`src/rtl/idxu_pkg.sv`:
```
package idxu_pkg;

   typedef enum logic [3:0] {
      OP_NOP  = 4'd0,
      OP_LDX  = 4'd1,
      OP_LDY  = 4'd2,
      OP_STX  = 4'd3,
      OP_STY  = 4'd4,
      OP_INX  = 4'd5,
      OP_INY  = 4'd6,
      OP_DEX  = 4'd7,
      OP_DEY  = 4'd8,
      OP_CPX  = 4'd9,
      OP_CPY  = 4'd10,
      OP_TAX  = 4'd11,
      OP_TXA  = 4'd12,
      OP_TAY  = 4'd13,
      OP_TYA  = 4'd14,
      OP_NOP2 = 4'd15
   } idxu_op_e;

   typedef enum logic [1:0] {
      SRC_MEM = 2'd0,
      SRC_ACC = 2'd1,
      SRC_INC = 2'd2,
      SRC_DEC = 2'd3
   } idxu_src_e;

   typedef struct packed {
      logic      sel_y;   // operand / destination is Y
      logic      wr_reg;  // write an index register
      idxu_src_e src;     // value written to the index register
      logic      cmp;     // compare: flags from difference, C enabled
      logic      st;      // store strobe
      logic      to_acc;  // accumulator write
      logic      nz_we;   // N and Z enables
   } idxu_ctrl_t;

   localparam idxu_ctrl_t CTRL_IDLE = '{
      sel_y: 1'b0, wr_reg: 1'b0, src: SRC_MEM, cmp: 1'b0,
      st: 1'b0, to_acc: 1'b0, nz_we: 1'b0};

endpackage

```
`src/rtl/idxu_decode.sv`:
```
module idxu_decode
   import idxu_pkg::*;
#(
   parameter int OPC_W = 4
) (
   input  logic [OPC_W-1:0] opcode,
   output idxu_ctrl_t       ctrl
);

   generate
      if (OPC_W != 4) begin : g_bad_opc
         $error("idxu_decode: OPC_W must be 4");
      end
   endgenerate

   idxu_op_e op;
   assign op = idxu_op_e'(opcode);

   always_comb begin
      ctrl = CTRL_IDLE;
      unique case (op)
         OP_LDX, OP_LDY: begin
            ctrl.sel_y  = (op == OP_LDY);
            ctrl.wr_reg = 1'b1;
            ctrl.src    = SRC_MEM;
            ctrl.nz_we  = 1'b1;
         end
         OP_STX, OP_STY: begin
            ctrl.sel_y = (op == OP_STY);
            ctrl.st    = 1'b1;
         end
         OP_INX, OP_INY: begin
            ctrl.sel_y  = (op == OP_INY);
            ctrl.wr_reg = 1'b1;
            ctrl.src    = SRC_INC;
            ctrl.nz_we  = 1'b1;
         end
         OP_DEX, OP_DEY: begin
            ctrl.sel_y  = (op == OP_DEY);
            ctrl.wr_reg = 1'b1;
            ctrl.src    = SRC_DEC;
            ctrl.nz_we  = 1'b1;
         end
         OP_CPX, OP_CPY: begin
            ctrl.sel_y = (op == OP_CPY);
            ctrl.cmp   = 1'b1;
            ctrl.nz_we = 1'b1;
         end
         OP_TAX, OP_TAY: begin
            ctrl.sel_y  = (op == OP_TAY);
            ctrl.wr_reg = 1'b1;
            ctrl.src    = SRC_ACC;
            ctrl.nz_we  = 1'b1;
         end
         OP_TXA, OP_TYA: begin
            ctrl.sel_y  = (op == OP_TYA);
            ctrl.to_acc = 1'b1;
            ctrl.nz_we  = 1'b1;
         end
         default: ctrl = CTRL_IDLE;
      endcase
   end

endmodule

```
`src/rtl/idxu_regfile.sv`:
```
module idxu_regfile #(
   parameter int DATA_W = 8,
   parameter int NREGS  = 2
) (
   input  logic              clk,
   input  logic              rst,
   input  logic              valid,
   input  logic              wr_en,
   input  logic              wr_sel,
   input  logic [DATA_W-1:0] wr_data,
   output logic [DATA_W-1:0] rd_q [NREGS]
);

   generate
      if (NREGS != 2) begin : g_bad_nregs
         $error("idxu_regfile: exactly two index registers are supported");
      end
      if (DATA_W < 2) begin : g_bad_w
         $error("idxu_regfile: DATA_W must be at least 2");
      end
   endgenerate

   for (genvar i = 0; i < NREGS; i++) begin : g_reg
      logic hit;
      assign hit = wr_en && (int'(wr_sel) == i);
      always_ff @(posedge clk) begin
         if (rst) begin
            rd_q[i] <= '0;
         end else if (hit) begin
            rd_q[i] <= wr_data;
         end
      end


      idle_hold_chk: assert property (@(posedge clk) disable iff (rst)
         !valid |=> $stable(rd_q[i]));
   end

endmodule

```
`src/rtl/idxu_arith.sv`:
```
module idxu_arith #(
   parameter int DATA_W    = 8,
   parameter int CMP_STYLE = 0   // 0: borrow of a wide subtract, 1: magnitude comparator
) (
   input  logic [DATA_W-1:0] opnd,
   input  logic [DATA_W-1:0] mem,
   output logic [DATA_W-1:0] inc_v,
   output logic [DATA_W-1:0] dec_v,
   output logic [DATA_W-1:0] diff,
   output logic              geq,
   output logic              eq
);

   localparam int WIDE_W = DATA_W + 1;
   localparam logic [DATA_W-1:0] ONE = DATA_W'(1);

   assign inc_v = opnd + ONE;
   assign dec_v = opnd - ONE;
   assign eq    = (opnd == mem);

   generate
      if (CMP_STYLE == 0) begin : g_sub
         logic [WIDE_W-1:0] wide;
         assign wide = {1'b0, opnd} - {1'b0, mem};
         assign diff = wide[DATA_W-1:0];
         assign geq  = ~wide[DATA_W];
      end else if (CMP_STYLE == 1) begin : g_mag
         assign diff = opnd - mem;
         assign geq  = (opnd >= mem);
      end else begin : g_bad_style
         $error("idxu_arith: CMP_STYLE must be 0 or 1");
         assign diff = '0;
         assign geq  = 1'b0;
      end
   endgenerate


   cmp_eq_geq_chk: assert final (!eq || geq);

endmodule

```
`src/rtl/idx_flag_unit.sv`:
```
module idx_flag_unit
   import idxu_pkg::*;
#(
   parameter int DATA_W    = 8,
   parameter int OPC_W     = 4,
   parameter int CMP_STYLE = 0
) (
   input  logic              clk,
   input  logic              rst,
   input  logic              valid,
   input  logic [OPC_W-1:0]  opcode,
   input  logic [DATA_W-1:0] mem_rdata,
   input  logic [DATA_W-1:0] acc_in,
   output logic [DATA_W-1:0] st_data,
   output logic              st_we,
   output logic [DATA_W-1:0] acc_wdata,
   output logic              acc_we,
   output logic              flag_n,
   output logic              flag_z,
   output logic              flag_c,
   output logic              n_we,
   output logic              z_we,
   output logic              c_we,
   output logic              v_we
);

   localparam int NREGS = 2;
   localparam int MSB   = DATA_W - 1;

   idxu_ctrl_t        ctrl;
   logic [DATA_W-1:0] regs [NREGS];
   logic [DATA_W-1:0] opnd;
   logic [DATA_W-1:0] inc_v, dec_v, diff;
   logic              geq, eq;
   logic [DATA_W-1:0] wr_val;
   logic [DATA_W-1:0] flag_src;

   idxu_decode #(.OPC_W(OPC_W)) u_dec (
      .opcode (opcode),
      .ctrl   (ctrl)
   );

   assign opnd = regs[int'(ctrl.sel_y)];

   idxu_arith #(.DATA_W(DATA_W), .CMP_STYLE(CMP_STYLE)) u_arith (
      .opnd  (opnd),
      .mem   (mem_rdata),
      .inc_v (inc_v),
      .dec_v (dec_v),
      .diff  (diff),
      .geq   (geq),
      .eq    (eq)
   );

   always_comb begin
      unique case (ctrl.src)
         SRC_MEM: wr_val = mem_rdata;
         SRC_ACC: wr_val = acc_in;
         SRC_INC: wr_val = inc_v;
         SRC_DEC: wr_val = dec_v;
         default: wr_val = mem_rdata;
      endcase
   end

   idxu_regfile #(.DATA_W(DATA_W), .NREGS(NREGS)) u_rf (
      .clk     (clk),
      .rst     (rst),
      .valid   (valid),
      .wr_en   (valid && ctrl.wr_reg),
      .wr_sel  (ctrl.sel_y),
      .wr_data (wr_val),
      .rd_q    (regs)
   );

   always_comb begin
      if (ctrl.cmp)         flag_src = diff;
      else if (ctrl.to_acc) flag_src = opnd;
      else                  flag_src = wr_val;
   end

   assign flag_n    = flag_src[MSB];
   assign flag_z    = ctrl.cmp ? eq : (flag_src == '0);
   assign flag_c    = geq;
   assign n_we      = valid && ctrl.nz_we;
   assign z_we      = valid && ctrl.nz_we;
   assign c_we      = valid && ctrl.cmp;
   assign v_we      = 1'b0;
   assign st_data   = opnd;
   assign st_we     = valid && ctrl.st;
   assign acc_wdata = opnd;
   assign acc_we    = valid && ctrl.to_acc;


   inc_wrap_chk: assert property (@(posedge clk) disable iff (rst)
      (valid && opcode == OPC_W'(OP_INX)) |=> regs[0] == DATA_W'($past(regs[0]) + 1'b1));

   dec_wrap_chk: assert property (@(posedge clk) disable iff (rst)
      (valid && opcode == OPC_W'(OP_DEY)) |=> regs[1] == DATA_W'($past(regs[1]) - 1'b1));

   store_hold_chk: assert property (@(posedge clk) disable iff (rst)
      st_we |=> $stable(regs[0]) && $stable(regs[1]));

   cmp_hold_chk: assert property (@(posedge clk) disable iff (rst)
      c_we |=> $stable(regs[0]) && $stable(regs[1]));

   cmp_carry_chk: assert property (@(posedge clk) disable iff (rst)
      c_we |-> (flag_c == !(opnd < mem_rdata)));

   acc_we_scope_chk: assert property (@(posedge clk) disable iff (rst)
      acc_we |-> (opcode == OPC_W'(OP_TXA) || opcode == OPC_W'(OP_TYA)));

   acc_src_hold_chk: assert property (@(posedge clk) disable iff (rst)
      acc_we |=> $stable(regs[0]) && $stable(regs[1]));

   idle_we_chk: assert property (@(posedge clk) disable iff (rst)
      !valid |-> !(n_we || z_we || c_we || acc_we || st_we));

endmodule

```
`config.mk`:
```
export PLATFORM = sky130hd
export DESIGN_NAME = idx_flag_unit
export DESIGN_NICKNAME = d
export VERILOG_FILES = /design/src/rtl/idxu_pkg.sv /design/src/rtl/idxu_decode.sv /design/src/rtl/idxu_regfile.sv /design/src/rtl/idxu_arith.sv /design/src/rtl/idx_flag_unit.sv
export SDC_FILE = /design/constraint.sdc
export NUM_CORES = 1
export LEC_CHECK = 0
export BUFFER_PORTS_ARGS = -buffer_cell sky130_fd_sc_hd__buf_2
export CORE_MARGIN = 2
export CORE_UTILIZATION = 50
export CTS_CLUSTER_SIZE = 40
export DETAILED_ROUTE_END_ITERATION = 12
export PLACE_DENSITY = 0.78
export SLEW_MARGIN = 10
export SYNTH_ARGS = -nofsm -noshare
export SYNTH_HDL_FRONTEND = slang
export SYNTH_SLANG_ARGS = --single-unit
```
`constraint.sdc`:
```
create_clock -name clk -period 6.1 [get_ports clk]
set_clock_uncertainty 0.2 [all_clocks]
set_input_delay 1.22 -clock clk [delete_from_list [all_inputs] [get_ports clk]]
set_output_delay 1.22 -clock clk [all_outputs]
set_load 0.01 [all_outputs]
```
==> results of run 1 <==
## report_power, final
part / internal [mW] / leakage, nW / switching, mW
Clock: 0.0571 / 0.0288 / 0.0340
Combinational: 0.0808 / 1.01 / 0.109
Sequential: 0.110 / 0.130 / 0.00607
## critical path, delay by kind of cell
| kind | cells | cell delay (ns) |
|---|---|---|
| buffers and inverters | 3 | 0.45 |
| AOI/OAI and AO/OA | 7 | 1.52 |
| and+or+nand+nor | 3 | 0.73 |
| adders and majority gates | 1 | 0.49 |
## synthesized netlist by cell type (all sizes together), types with 3 or more instances
master,number
mux2i,19
a211oi,12
and3,3
clkbuf,4
ha,14
a221oi,3
mux2,3
buf,21
nand3,4
nor2,34
o22ai,5
a21o,5
o21bai,5
xor2,3
nor2b,5
nand2b,8
inv,15
nor3,3
a21oi,18
xnor2,5
o21ai,15
dfxtp,16
nand2,16
## routing by layer
metal	vias up	wire length, um
li1	1040	-
met1	976	2701
met2	70	2786
met3	10	323
met4	0	104
met5	-	0
## stage by stage
step,util [%],power [mW]
final,60.12,0.3969
after global routing,60.12,0.4244
after CTS,59.35,0.3938
after detailed placement,57.98,0.3016
after global placement,57.98,0.2984
after floorplan,-,0.2517
## kinds of logic after synthesis
kind of cell / share of synthesized area [%]
AO/OA/AOI/OAI: 31.01
AND/OR/NAND/NOR: 19.23
buffers and inverters: 10.12
multiplexers: 10.65
adder cells (fa/ha/maj): 10.24
flip-flops: 15.24
XOR/XNOR: 3.333
other: 0.1784
## timing repair
item / 4_1_cts / 5_1_grt
gates resized for setup: 0 / 6
buffers inserted: 0 / 1
endpoints found under the setup margin: 0 / 1
## final cells by class
class / count / area [um2]
Timing Repair Buffer: 60 / 342.8
Fill cell: 394 / 1607
Sequential cell: 16 / 320.3
Clock buffer: 4 / 55.05
Tap cell: 50 / 62.56
Multi-Input combinational cell: 213 / 1585
Inverter: 15 / 56.30
## how the worst min path moves through the flow
| stage | startpoint | end |
|---|---|---|
| floorplan | u_rf.rd_q[3] | u_rf.rd_q[3] |
| global placement | u_rf.rd_q[1] | u_rf.rd_q[1] |
| detailed placement | u_rf.rd_q[6] | u_rf.rd_q[6] |
| CTS | u_rf.rd_q[6] | u_rf.rd_q[6] |
| global route | u_rf.rd_q[14] | u_rf.rd_q[14] |
| finish | u_rf.rd_q[14] | u_rf.rd_q[14] |
## cells in the final DEF (no fill, tap or decap), drive strengths merged, types with 3 or more instances in the layout
master,instances
inv,15
a21oi,18
o22ai,5
nand3,4
ha,14
dfxtp,16
mux2,3
a221oi,3
and3,3
xnor2,5
a211oi,12
mux2i,19
clkbuf,7
nor3,3
a21o,5
nor2,34
nor2b,5
nand2,16
xor2,3
buf,57
o21ai,15
nand2b,8
o21bai,5
==> results.py, run 1 <==
metrics = {
    "outcome": {
        "status": "finished, final reports clean",
    },
    "yosys": {
        "synth_warnings": 0,
        "syn_inst": 269,
        "avgSynthCellArea_um2": 7.814,
        "ys_ff_latch": 16,
        "synthArstFlopShare_pct": 0,
        "synth-edff-count": 0,
        "ys_types": 57,
        "ys.flop_type": "dfxtp_1",
        "synthTopCellsByArea": "dfxtp_1, mux2i_1, ha_1",
        "yosysTopAreaCell": "dfxtp_1",
        "ys_seq_area_share_pct": 15.24,
        "synth_nets": 308,
        "synth.top_cell.area_share_pct": 15.24,
        "syn_area_um2": 2102,
    },
    "routing": {
        "num_vias": 2096,
        "totalWireLength_um": 5916,
        "dr.pass1.iters": 4,
        "route.detailed.drc": 0,
        "routedWlPerCell_um": 16.53,
        "viasPerCell": 5.855,
        "ant_nets": 0,
        "drtIter0Drc": 232,
    },
    "setup_path": {
        "rr_worst_depth": 11,
        "endpoint": "flag_z",
        "crit_start": "opcode[2]",
        "crit_path_cell_trace": "clkbuf_4 > or3b_1 > o221a_4 > o221ai_4 > inv_1 > fa_1 > a211oi_2 > nor3b_1 > o311a_1 > a211oi_1 > nor3b_2 > o2111a_1 > a31o_1 > buf_2",
        "cp.required_ns": 4.68,
        "r2r_start": "u_rf.rd_q[0]",
        "slowest_delay_ns": 0.49,
        "cp.arrival_ns": 4.43,
        "r2r_slack_ns": 3.30,
        "critPathSlowestCell": "fa_1",
        "path_max_fanout": 19,
        "crit_type": "in2out",
        "crit_path_end_kind": "output port",
        "critPathLaunchType": "input port",
        "reg2reg_to": "u_rf.rd_q[6]",
    },
    "cts": {
        "hold_buffers": 0,
        "cts_max_level": 1,
        "root_buffer": "clkbuf_8",
        "cts_tree": "done",
        "cts_buffers": 3,
        "clk_path_buf_depth": 2,
        "cts_sinks": 16,
        "clkLatencyLatePin_ns": 0.24,
        "cts.clk_slew.worst_paths_ns": 0.06,
    },
    "placement": {
        "dp_hpwl_um": 4779,
        "dp.cells": 353,
        "dpl_cell_area_um2": 2336,
        "pre_cts_ws_ns": 0.1099,
        "gp_congestion": 0.8935,
        "port-buffer-count": 46,
    },
    "layout": {
        "drive_gt1_share_pct": 26.62,
        "diodes": 0,
        "reg_top3": "u_rf.rd_q x16",
        "area_growth_pct": 15.24,
        "largest-register": "u_rf.rd_q",
        "instances_no_fill": 358,
        "nNetsFinal": 348,
        "largest_reg_flops": 16,
        "design_area_um2": 2422,
    },
    "die": {
        "dieWidth_um": 68.84,
        "die_y_um": 68.84,
        "dieArea_um2": 4739,
        "fp.coreArea_um2": 4029,
        "num_rows": 23,
        "ios": 48,
        "start_util_pct": 52.17,
    },
    "grt": {
        "antenna_found_initial": 0,
        "grt_pass1_vias": 1911,
        "grt_use_total_pct": 25.61,
        "grt_util_met2_pct": 40.75,
        "grt_pass1_wl_um": 9114,
        "grt_overflow": 0,
        "met1_usage_pct": 36.32,
        "grt_max_degree": 20,
        "use_met3_pct": 2.273,
        "top_usage_layer": "met2",
    },
    "power_and_ir_drop": {
        "ir_drop_v": 0.0001113,
        "power.density_nw_per_um2": 163.9,
        "leakagePower_nw": 1.173,
    },
    "hold_path": {
        "hold_class": "reg2reg",
        "hold_depth": 2,
    },
    "timing": {
        "slew_viol_final": 0,
        "finalSetupViolCount": 0,
        "hold_ws_ns": 0.3192,
        "period_needed_ns": 5.849,
        "max_freq_mhz": 171.0,
        "slew_headroom_pct": 36.71,
        "setup_ws_ns": 0.2509,
        "fin_crit_sh_pct": 95.89,
        "worstMarginPinSlew_ns": 0.9458,
        "tns_ns": 0,
        "hold_viol_final": 0,
    },
    "job": {
        "drv_cap": 0,
    },
}
No activity file was read; power rests on OpenSTA's default activity.
==> inputs of run 2 (changes only) <==
--- a/config.mk
+++ b/config.mk
@@ -6,7 +6,6 @@
 export NUM_CORES = 1
 export LEC_CHECK = 0
 export BUFFER_PORTS_ARGS = -buffer_cell sky130_fd_sc_hd__buf_2
-export CORE_MARGIN = 2
 export CORE_UTILIZATION = 50
 export CTS_CLUSTER_SIZE = 40
 export DETAILED_ROUTE_END_ITERATION = 12
==> run 2 against run 1 <==
- power is 1.1% higher
- via count is 1.4% higher
- register-to-register slack got worse by 0.03 ns
- largest cell class unchanged
- hold slack lost 0.0045 ns
- global-route usage rose by 1.4 points
- maximum frequency down 1.5%
- sequential cell count is the same
- combinational power hardly changed
==> results.py, run 2 (same netlist as run 1, synthesis figures left out) <==
metrics = {
    "power_and_ir_drop": {
        "swShare_pct": 38.05,
        "p_seq_share_pct": 29.1,
        "internal_power_mw": 0.2485,
        "leakagePower_nw": 1.174,
        "clockPowerShare_pct": 23.4,
        "combPwrFrac_pct": 47.5,
        "p_switching_mw": 0.1527,
        "ir_drop_v": 0.0001617,
        "power.density_nw_per_um2": 164.6,
    },
    "die": {
        "die_y_um": 66.84,
        "ios": 48,
        "dieArea_um2": 4468,
        "num_rows": 23,
        "fp.coreArea_um2": 4029,
        "dieWidth_um": 66.84,
        "start_util_pct": 52.17,
    },
    "setup_path": {
        "path_max_fanout": 19,
        "crit_start": "opcode[2]",
        "crit_path_cell_trace": "clkbuf_4 > or3b_1 > o221a_4 > o221ai_4 > inv_1 > fa_1 > a211oi_2 > nor3b_2 > o311a_1 > a211oi_2 > nor3b_2 > o2111a_1 > a31o_1 > buf_2",
        "cp.arrival_ns": 4.52,
        "slowest_delay_ns": 0.50,
        "crit_type": "in2out",
        "crit_path_end_kind": "output port",
        "r2r_start": "u_rf.rd_q[0]",
        "critPathSlowestCell": "fa_1",
        "path_buf_inv": 3,
        "critPathTopFamily": "compound AO/OA/AOI/OAI gates",
        "cp.required_ns": 4.68,
        "critPathLaunchType": "input port",
    },
    "layout": {
        "largest_reg_flops": 16,
        "nNetsFinal": 348,
        "largest-register": "u_rf.rd_q",
        "multi_input_area_um2": 1605,
        "area_growth_pct": 15.95,
        "instances_no_fill": 358,
        "drive_gt1_share_pct": 28.25,
        "register_area_um2": 320.3,
        "diodes": 0,
        "num-fill-cells": 371,
        "final_common_cell": "buf_2",
        "final_cell_mix": "buf_2, nor2_1, mux2i_1",
        "reg_top3": "u_rf.rd_q x16",
    },
    "timing": {
        "slew_viol_final": 0,
        "setup_ws_ns": 0.1624,
        "hold_ws_ns": 0.3147,
        "fin_crit_sh_pct": 97.34,
        "slew_headroom_pct": 36.32,
        "worstMarginPinSlew_ns": 0.9517,
        "tns_ns": 0,
        "hold_viol_final": 0,
        "max_freq_mhz": 168.4,
        "period_needed_ns": 5.938,
        "finalSetupViolCount": 0,
    },
    "cts": {
        "cts_max_level": 1,
        "cts_tree": "done",
        "clkLatencyLatePin_ns": 0.25,
        "clk_path_buf_depth": 2,
        "cts.clk_slew.worst_paths_ns": 0.06,
        "root_buffer": "clkbuf_8",
        "cts_buffers": 3,
        "cts_sinks": 16,
    },
    "job": {
        "drv_cap": 0,
    },
    "routing": {
        "totalWireLength_um": 5905,
        "num_vias": 2125,
        "ant_nets": 0,
        "viasPerCell": 5.936,
        "route.detailed.drc": 0,
        "drtIter0Drc": 215,
        "routedWlPerCell_um": 16.49,
        "dr.pass1.iters": 4,
    },
    "grt": {
        "antenna_found_initial": 0,
        "grt_pass1_wl_um": 9204,
        "grt_use_total_pct": 27.02,
        "grt_pass1_vias": 1886,
        "grt_overflow": 0,
        "grt_max_degree": 20,
    },
    "placement": {
        "port-buffer-count": 46,
        "dp.cells": 354,
        "gp_congestion": 0.9209,
        "pre_cts_ws_ns": 0.01585,
        "dp_hpwl_um": 4713,
    },
    "outcome": {
        "status": "finished, final reports clean",
    },
    "hold_path": {
        "hp-start": "u_rf.rd_q[6]",
        "hold_class": "reg2reg",
    },
}
[run 2: cell type report]
type                    count  share of cell area (%)
multi-input cells         213                   65.86
repair buffers             60                   13.86
flip-flops and latches     16                   13.14
well taps                  50                   2.567
inverters                  15                   2.310
clock buffers               4                   2.259
[run 2: worst register-to-register path: cells and delay by family, from the launching register on]
kind | cells | cell delay, ns
AOI/OAI and AO/OA | 5 | 0.99
adders and majority gates | 1 | 0.50
buffers and inverters | 2 | 0.31
DFF | 1 | 0.35
muxes | 1 | 0.14
and+or+nand+nor | 2 | 0.20
[run 2: worst paths after layout]
| path | to | slack (ns) | cells after the start |
|---|---|---|---|
| setup / recovery | flag_z | 0.16 | 14 |
| hold / removal | u_rf.rd_q[6] | 0.31 | 2 |
| setup reg to reg | u_rf.rd_q[6] | 3.27 | 11 |
| hold reg to reg | u_rf.rd_q[6] | 0.31 | 2 |
[run 2: per-layer routing]
| layer | wire length, um | global-route usage, % |
|---|---|---|
| met5 | 0 | 0 |
| met4 | 83 | 4.787 |
| met2 | 2745 | 43.31 |
| met3 | 392 | 4.281 |
| met1 | 2684 | 37.93 |
[run 2: through the flow]
step | power [mW] | util [%] | area [um2]
after floorplan | 0.2517 | - | 2102
after detailed placement | 0.3017 | 58.17 | 2344
after CTS | 0.3946 | 59.53 | 2399
after global placement | 0.2993 | 58.17 | 2344
final | 0.4012 | 60.50 | 2437
after global routing | 0.4232 | 60.50 | 2437
[run 2: power groups by stage]
stage	Sequential, mW	Clock, mW	Combinational [mW]
2_1_floorplan	0.117	0	0.135
3_3_place_gp	0.118	0	0.181
3_5_place_dp	0.119	0	0.183
4_1_cts	0.116	0.0941	0.184
5_1_grt	0.117	0.0980	0.208
6_report	0.117	0.0938	0.191
[run 2: repair_timing]
item / 4_1_cts / 5_1_grt
pin swaps: 1 / 1
gates resized for setup: 0 / 10
setup buffers: 0 / 0
hold buffers: 0 / 0
cloned: 0 / 0
endpoints found under the setup margin: 1 / 1
